File: src/rtl/sram_async_ctrl_pkg.sv
`timescale 1ns/1ps
package sram_async_ctrl_pkg;

    typedef enum logic [2:0] {
        ST_IDLE,
        ST_WR_SETUP,
        ST_WR_PULSE,
        ST_WR_HOLD,
        ST_RD_ACCESS,
        ST_DONE
    } ctrl_state_t;

    typedef struct packed {
        logic ce_n;
        logic ce;
        logic oe_n;
        logic we_n;
        logic dq_oe;
        logic ack;
        logic busy;
    } pin_set_t;

    localparam pin_set_t PINS_QUIET = '{ce_n: 1'b1, ce: 1'b0, oe_n: 1'b1,
                                        we_n: 1'b1, dq_oe: 1'b0, ack: 1'b0,
                                        busy: 1'b0};

    function automatic int unsigned wait_cycles(input int unsigned need_ps,
                                                input int unsigned clk_ps);
        int unsigned c;
        c = (need_ps + clk_ps - 1) / clk_ps;
        return (c < 1) ? 1 : c;
    endfunction

    function automatic int unsigned max2(input int unsigned a, input int unsigned b);
        return (a > b) ? a : b;
    endfunction

endpackage

File: src/rtl/sram_async_ctrl_timer.sv
`timescale 1ns/1ps
module sram_async_ctrl_timer #(
    parameter int unsigned CW = 2
) (
    input  logic          clk,
    input  logic          rst_n,
    input  logic          load,
    input  logic [CW-1:0] load_val,
    output logic          last
);
    logic [CW-1:0] remain_q;

    always_ff @(posedge clk or negedge rst_n) begin
        if (!rst_n) begin
            remain_q <= '0;
        end else if (load) begin
            remain_q <= load_val;
        end else if (remain_q != '0) begin
            remain_q <= remain_q - 1'b1;
        end
    end

    assign last = (remain_q == CW'(1));


    timer_load_nonzero_chk: assert property (@(posedge clk) disable iff (!rst_n)
        load |-> (load_val != '0));

endmodule

File: src/rtl/sram_async_ctrl_fsm.sv
`timescale 1ns/1ps
module sram_async_ctrl_fsm import sram_async_ctrl_pkg::*; #(
    parameter int unsigned CW     = 2,
    parameter int unsigned WR_CYC = 2,
    parameter int unsigned RD_CYC = 2
) (
    input  logic          clk,
    input  logic          rst_n,
    input  logic          req,
    input  logic          wr,
    input  logic          t_last,
    output logic          t_load,
    output logic [CW-1:0] t_val,
    output logic          accept,
    output logic          capture,
    output pin_set_t      pins
);
    ctrl_state_t state_q, state_nxt;

    always_comb begin
        state_nxt = state_q;
        t_load    = 1'b0;
        t_val     = CW'(1);
        accept    = 1'b0;
        capture   = 1'b0;
        unique case (state_q)
            ST_IDLE: begin
                if (req) begin
                    accept = 1'b1;
                    if (wr) begin
                        state_nxt = ST_WR_SETUP;
                    end else begin
                        state_nxt = ST_RD_ACCESS;
                        t_load    = 1'b1;
                        t_val     = CW'(RD_CYC);
                    end
                end
            end
            ST_WR_SETUP: begin
                state_nxt = ST_WR_PULSE;
                t_load    = 1'b1;
                t_val     = CW'(WR_CYC);
            end
            ST_WR_PULSE: begin
                if (t_last) state_nxt = ST_WR_HOLD;
            end
            ST_WR_HOLD: begin
                state_nxt = ST_DONE;
            end
            ST_RD_ACCESS: begin
                if (t_last) begin
                    state_nxt = ST_DONE;
                    capture   = 1'b1;
                end
            end
            ST_DONE: begin
                state_nxt = ST_IDLE;
            end
            default: begin
                state_nxt = ST_IDLE;
            end
        endcase
    end

    // State register
    always_ff @(posedge clk or negedge rst_n) begin
        if (!rst_n) state_q <= ST_IDLE;
        else        state_q <= state_nxt;
    end

    // Registered outputs, decoded from the next state so pins never glitch
    always_ff @(posedge clk or negedge rst_n) begin
        if (!rst_n) begin
            pins <= PINS_QUIET;
        end else begin
            pins <= PINS_QUIET;
            unique case (state_nxt)
                ST_IDLE: ;
                ST_WR_SETUP: begin
                    pins.ce_n  <= 1'b0;
                    pins.ce    <= 1'b1;
                    pins.dq_oe <= 1'b1;
                    pins.busy  <= 1'b1;
                end
                ST_WR_PULSE: begin
                    pins.ce_n  <= 1'b0;
                    pins.ce    <= 1'b1;
                    pins.we_n  <= 1'b0;
                    pins.dq_oe <= 1'b1;
                    pins.busy  <= 1'b1;
                end
                ST_WR_HOLD: begin
                    pins.dq_oe <= 1'b1;
                    pins.busy  <= 1'b1;
                end
                ST_RD_ACCESS: begin
                    pins.ce_n  <= 1'b0;
                    pins.ce    <= 1'b1;
                    pins.oe_n  <= 1'b0;
                    pins.busy  <= 1'b1;
                end
                ST_DONE: begin
                    pins.ack   <= 1'b1;
                    pins.busy  <= 1'b1;
                end
                default: ;
            endcase
        end
    end


    ack_single_cycle_chk: assert property (@(posedge clk) disable iff (!rst_n)
        pins.ack |=> !pins.ack);


    idle_after_ack_chk: assert property (@(posedge clk) disable iff (!rst_n)
        pins.ack |=> !pins.busy);

endmodule

File: src/rtl/sram_async_ctrl_datapath.sv
`timescale 1ns/1ps
module sram_async_ctrl_datapath #(
    parameter int unsigned AW = 17,
    parameter int unsigned DW = 8
) (
    input  logic          clk,
    input  logic          rst_n,
    input  logic          accept,
    input  logic          capture,
    input  logic [AW-1:0] in_addr,
    input  logic [DW-1:0] in_wdata,
    input  logic [DW-1:0] bus_in,
    output logic [AW-1:0] addr_q,
    output logic [DW-1:0] wdata_q,
    output logic [DW-1:0] rdata_q
);
    always_ff @(posedge clk or negedge rst_n) begin
        if (!rst_n) begin
            addr_q  <= '0;
            wdata_q <= '0;
        end else if (accept) begin
            addr_q  <= in_addr;
            wdata_q <= in_wdata;
        end
    end

    always_ff @(posedge clk or negedge rst_n) begin
        if (!rst_n)       rdata_q <= '0;
        else if (capture) rdata_q <= bus_in;
    end

endmodule

File: src/rtl/sram_async_ctrl.sv
`timescale 1ns/1ps
module sram_async_ctrl import sram_async_ctrl_pkg::*; #(
    parameter int unsigned AW       = 17,
    parameter int unsigned DW       = 8,
    parameter int unsigned CLK_PS   = 8000,
    parameter int unsigned T_WP_PS  = 12000,
    parameter int unsigned T_DW_PS  = 7000,
    parameter int unsigned T_AA_PS  = 15000,
    parameter int unsigned T_OE_PS  = 6000
) (
    input  logic          clk,
    input  logic          rst_n,
    input  logic          host_req,
    input  logic          host_wr,
    input  logic [AW-1:0] host_addr,
    input  logic [DW-1:0] host_wdata,
    output logic [DW-1:0] host_rdata,
    output logic          host_ack,
    output logic          host_busy,
    output logic [AW-1:0] ram_addr,
    output logic          ram_ce_n,
    output logic          ram_ce,
    output logic          ram_oe_n,
    output logic          ram_we_n,
    output logic [DW-1:0] ram_dq_out,
    output logic          ram_dq_oe,
    input  logic [DW-1:0] ram_dq_in
);
    localparam int unsigned WR_CYC = max2(wait_cycles(T_WP_PS, CLK_PS),
                                          wait_cycles(T_DW_PS, CLK_PS));
    localparam int unsigned RD_CYC = max2(wait_cycles(T_AA_PS, CLK_PS),
                                          wait_cycles(T_OE_PS, CLK_PS));
    localparam int unsigned CW     = $clog2(max2(WR_CYC, RD_CYC) + 1);

    logic          t_load, t_last, accept, capture;
    logic [CW-1:0] t_val;
    pin_set_t      pins;

    sram_async_ctrl_timer #(.CW(CW)) i_timer (
        .clk      (clk),
        .rst_n    (rst_n),
        .load     (t_load),
        .load_val (t_val),
        .last     (t_last)
    );

    sram_async_ctrl_fsm #(.CW(CW), .WR_CYC(WR_CYC), .RD_CYC(RD_CYC)) i_fsm (
        .clk     (clk),
        .rst_n   (rst_n),
        .req     (host_req),
        .wr      (host_wr),
        .t_last  (t_last),
        .t_load  (t_load),
        .t_val   (t_val),
        .accept  (accept),
        .capture (capture),
        .pins    (pins)
    );

    sram_async_ctrl_datapath #(.AW(AW), .DW(DW)) i_datapath (
        .clk      (clk),
        .rst_n    (rst_n),
        .accept   (accept),
        .capture  (capture),
        .in_addr  (host_addr),
        .in_wdata (host_wdata),
        .bus_in   (ram_dq_in),
        .addr_q   (ram_addr),
        .wdata_q  (ram_dq_out),
        .rdata_q  (host_rdata)
    );

    assign ram_ce_n  = pins.ce_n;
    assign ram_ce    = pins.ce;
    assign ram_oe_n  = pins.oe_n;
    assign ram_we_n  = pins.we_n;
    assign ram_dq_oe = pins.dq_oe;
    assign host_ack  = pins.ack;
    assign host_busy = pins.busy;


    we_needs_select_chk: assert property (@(posedge clk) disable iff (!rst_n)
        !ram_we_n |-> (!ram_ce_n && ram_ce));


    select_before_we_chk: assert property (@(posedge clk) disable iff (!rst_n)
        $fell(ram_we_n) |-> $past(!ram_ce_n && ram_ce));


    no_bus_fight_chk: assert property (@(posedge clk) disable iff (!rst_n)
        !ram_oe_n |-> (!ram_dq_oe && ram_we_n));


    wr_addr_data_stable_chk: assert property (@(posedge clk) disable iff (!rst_n)
        !ram_we_n |=> (ram_we_n || ($stable(ram_addr) && $stable(ram_dq_out))));


    bus_held_after_we_chk: assert property (@(posedge clk) disable iff (!rst_n)
        $rose(ram_we_n) |-> ram_dq_oe);


    bus_released_at_ack_chk: assert property (@(posedge clk) disable iff (!rst_n)
        host_ack |-> (!ram_dq_oe && ram_ce_n && !ram_ce));

endmodule

File: config.mk
export PLATFORM = sky130hd
export DESIGN_NAME = sram_async_ctrl
export DESIGN_NICKNAME = d
export VERILOG_FILES = /design/src/rtl/sram_async_ctrl_pkg.sv /design/src/rtl/sram_async_ctrl_timer.sv /design/src/rtl/sram_async_ctrl_fsm.sv /design/src/rtl/sram_async_ctrl_datapath.sv /design/src/rtl/sram_async_ctrl.sv
export SDC_FILE = /design/constraint.sdc
export NUM_CORES = 1
export LEC_CHECK = 0
export BUFFER_PORTS_ARGS = -buffer_cell sky130_fd_sc_hd__buf_2
export CAP_MARGIN = 20
export CORE_MARGIN = 8
export CORE_UTILIZATION = 45
export CTS_BUF_LIST = sky130_fd_sc_hd__clkbuf_2 sky130_fd_sc_hd__clkbuf_4 sky130_fd_sc_hd__clkbuf_8
export DETAILED_ROUTE_END_ITERATION = 7
export PLACE_DENSITY = 0.86
export SLEW_MARGIN = 15
export SYNTH_ARGS = -nofsm -noshare
export SYNTH_HDL_FRONTEND = slang
export SYNTH_SLANG_ARGS = --single-unit
File: constraint.sdc
create_clock -name clk -period 1.9 [get_ports clk]
set_clock_uncertainty 0.1 [all_clocks]
set_input_delay 0.285 -clock clk [delete_from_list [all_inputs] [get_ports clk]]
set_output_delay 0.285 -clock clk [all_outputs]
set_load 0.02 [all_outputs]
==> flow_metrics.tcl <==
set metrics [dict create \
    status "finished, final reports clean" \
    synth_ff_type "dfrtp_1" \
    finalMaxSlewViolations 0 \
    cp-end-kind "flop" \
    holdCritStartpoint "ram_dq_in[5]" \
    period_needed_ns 1.721 \
    synthCells 124 \
    place_area_mm2 0.002356 \
    drive_above_1_share_pct 61.72 \
    slowest_delay_ns 0.50 \
    grt_pass1_vias 1323 \
    timing.rr.start "i_fsm.state_q[1]$_DFF_PN0_" \
    die_h_um 81.03 \
    fin_util_pct 61.71 \
    start_util_pct 47.24 \
    slew_headroom_pct 70.57 \
    setup_slack_ns 0.1787 \
    num_vias 1237 \
    critical_path_class "flop to flop" \
    cts_resized 0 \
    n_antenna_cell 0 \
    setup_tns_ns 0 \
    routed_wl_um 3934 \
    gp_congestion 0.7276 \
    syn_avg_cell_area_um2 15.35 \
    finalSetupViolations 0 \
    portBuffers 76 \
    cts.path.max_buffers 2 \
    yosys_warnings 0 \
    crit_start "i_fsm.state_q[1]$_DFF_PN0_" \
    fp.dieW_um 81.03 \
    cts_buffers 5 \
    root_buffer "clkbuf_8" \
    vias_per_cell 4.776 \
    post-place-ws_ns 0.2044 \
    cp-start-kind "flop" \
    synth-seq-area-share_pct 59.37 \
    tightest_slew_ns 0.4414 \
    drt_pass1_iterations 4 \
    fillCellCount 328 \
    ys_ff_latch 45 \
    area_growth_pct 30.64 \
    io_pins 77 \
    rsz0062_at_grt "false" \
    critical-path-top-delay-family "simple AND/OR/NAND/NOR gates" \
    drtAntennaViolNets 0 \
    worstSkewPairLatency_ns 0.29 \
    grt_start_max_net_pins 28 \
    clkTransAtPathRegs_ns 0.08 \
    p_leak_nw 1.261 \
    max_freq_mhz 581.0 \
    synth_area_mm2 0.001903 \
    antenna_found_initial 0 \
    grt_overflow_total 0 \
    critPathSlowestCell "dfrtp_1" \
    grt_pass1_wl_um 6375 \
    num_rows 23 \
    nNetsFinal 247 \
    path_cells "nor2_1 -> and3_1 -> mux2_2" \
    synth_nets 163 \
    coreArea_mm2 0.004029 \
    powerDensity_mw_per_mm2 1881 \
    hold_violations 0 \
    drt_iter0_markers 43 \
    final_common_cell "buf_2" \
    cts_sinks 45 \
    hpwlAfterDp_um 3091 \
    peakVddDrop_uv 745.4 \
    layout_common_cells "76 x buf_2, 42 x dfrtp_1, 20 x mux2_4, 13 x mux2_2" \
    track_usage_pct 12.41 \
    design_area_mm2 0.002486 \
    cts_max_level 2 \
    dieArea_mm2 0.006566 \
    cp_max_fo 9 \
    cap_violations 0 \
    drc 0 \
    crit_required_ns 1.98 \
    holdCritPathClass "input pin to flop" \
    ys_types 28 \
    fin_total_pwr_mw 4.676 \
    synthArstFlopShare_pct 100.0 \
    cts_tree "built" \
    synth_edf_count 0 \
    period_share_pct 90.59 \
    path_buf_inv 0 \
    cp.arrival_ns 1.80 \
    wl_per_cell_um 15.19 \
]
[path summary, 6_finish.rpt]
path                                                     end  slack [ns]  depth (start not counted)
max in group asynchronous            i_fsm.pins[4]$_DFF_PN1_        0.75                          3
min reg2reg                  i_timer.remain_q[1]$_DFFE_PN0P_        0.40                          2
min                        i_datapath.rdata_q[5]$_DFFE_PN0P_        0.12                          2
max                        i_datapath.rdata_q[6]$_DFFE_PN0P_        0.18                          3
min in group asynchronous  i_datapath.rdata_q[1]$_DFFE_PN0P_        0.39                          2
max reg2reg                i_datapath.rdata_q[6]$_DFFE_PN0P_        0.18                          3
[registers in the layout, summed over array words and instances, names as in the netlist]
register and cells:
i_timer.remain_q 2, i_datapath.rdata_q 8, i_fsm.state_q 3, i_datapath.addr_q 17
i_fsm.pins 7, i_datapath.wdata_q 8
[routing by layer]
layer,vias up,part of all wire (%),track usage [%]
met5,-,0,0
met4,0,0.92,4.286
met3,5,11,4.525
met2,54,45,20.21
met1,587,42,14.85
li1,591,-,-
[cell families (layout without fill, tap and decap cells)]
family | after synthesis | count (layout) | synth area share (%)
flip-flops | 45 | 45 | 59.37
multiplexers | 35 | 35 | 24.52
AND/OR/NAND/NOR | 19 | 19 | 5.851
AO/OA/AOI/OAI | 10 | 10 | 3.617
buffers and inverters | 10 | 95 | 3.944
XOR/XNOR | 3 | 3 | 1.381
adder cells (fa/ha/maj) | 2 | 2 | 1.315
[final cells by class]
cell class	count	area [um^2]	area share [%]
repair buffers	83	460.4	18.52
inverters	4	15.01	0.6039
well taps	50	62.56	2.516
clock inverters	1	30.03	1.208
flip-flops and latches	45	1130	45.45
multi-input cells	69	698.2	28.08
clock buffers	7	90.09	3.624
[Yosys cell counts, types with 3 or more instances]
library cell	count	area share (%)
dfrtp_1	42	55
mux2_4	20	16
mux2_2	13	7.7
nor2_1	6	1.2
inv_1	4	0.79
nand2_1	4	0.79
nor2b_1	4	1.3
buf_6	3	1.8
dfstp_2	3	4.1
xnor2_1	3	1.4
[worst reg2reg max path, cell delays in order (launching register included)]
cell and delay [ns]:
dfrtp_1 0.50, nor2_1 0.19, and3_1 0.43, mux2_2 0.39
[through the flow]
step,cells,hold slack [ns]
global route,259,0.1088
CTS,259,0.1092
detailed placement,250,0.1519
floorplan,124,-0.1106
global placement,250,0.1474
finish,259,0.1210
[timing repair]
| item | CTS | global route |
|---|---|---|
| setup buffers | 0 | 0 |
| endpoints found under the hold margin | 18 | 0 |
| hold buffers | 1 | 0 |
| endpoints found under the setup margin | 0 | 0 |
[where the power goes]
group | switching [mW] | internal (mW)
Sequential | 0.249 | 1.45
Combinational | 1.18 | 1.07
Clock | 0.285 | 0.442
Total | 1.72 | 2.96
No activity file was read; power rests on OpenSTA's default activity.
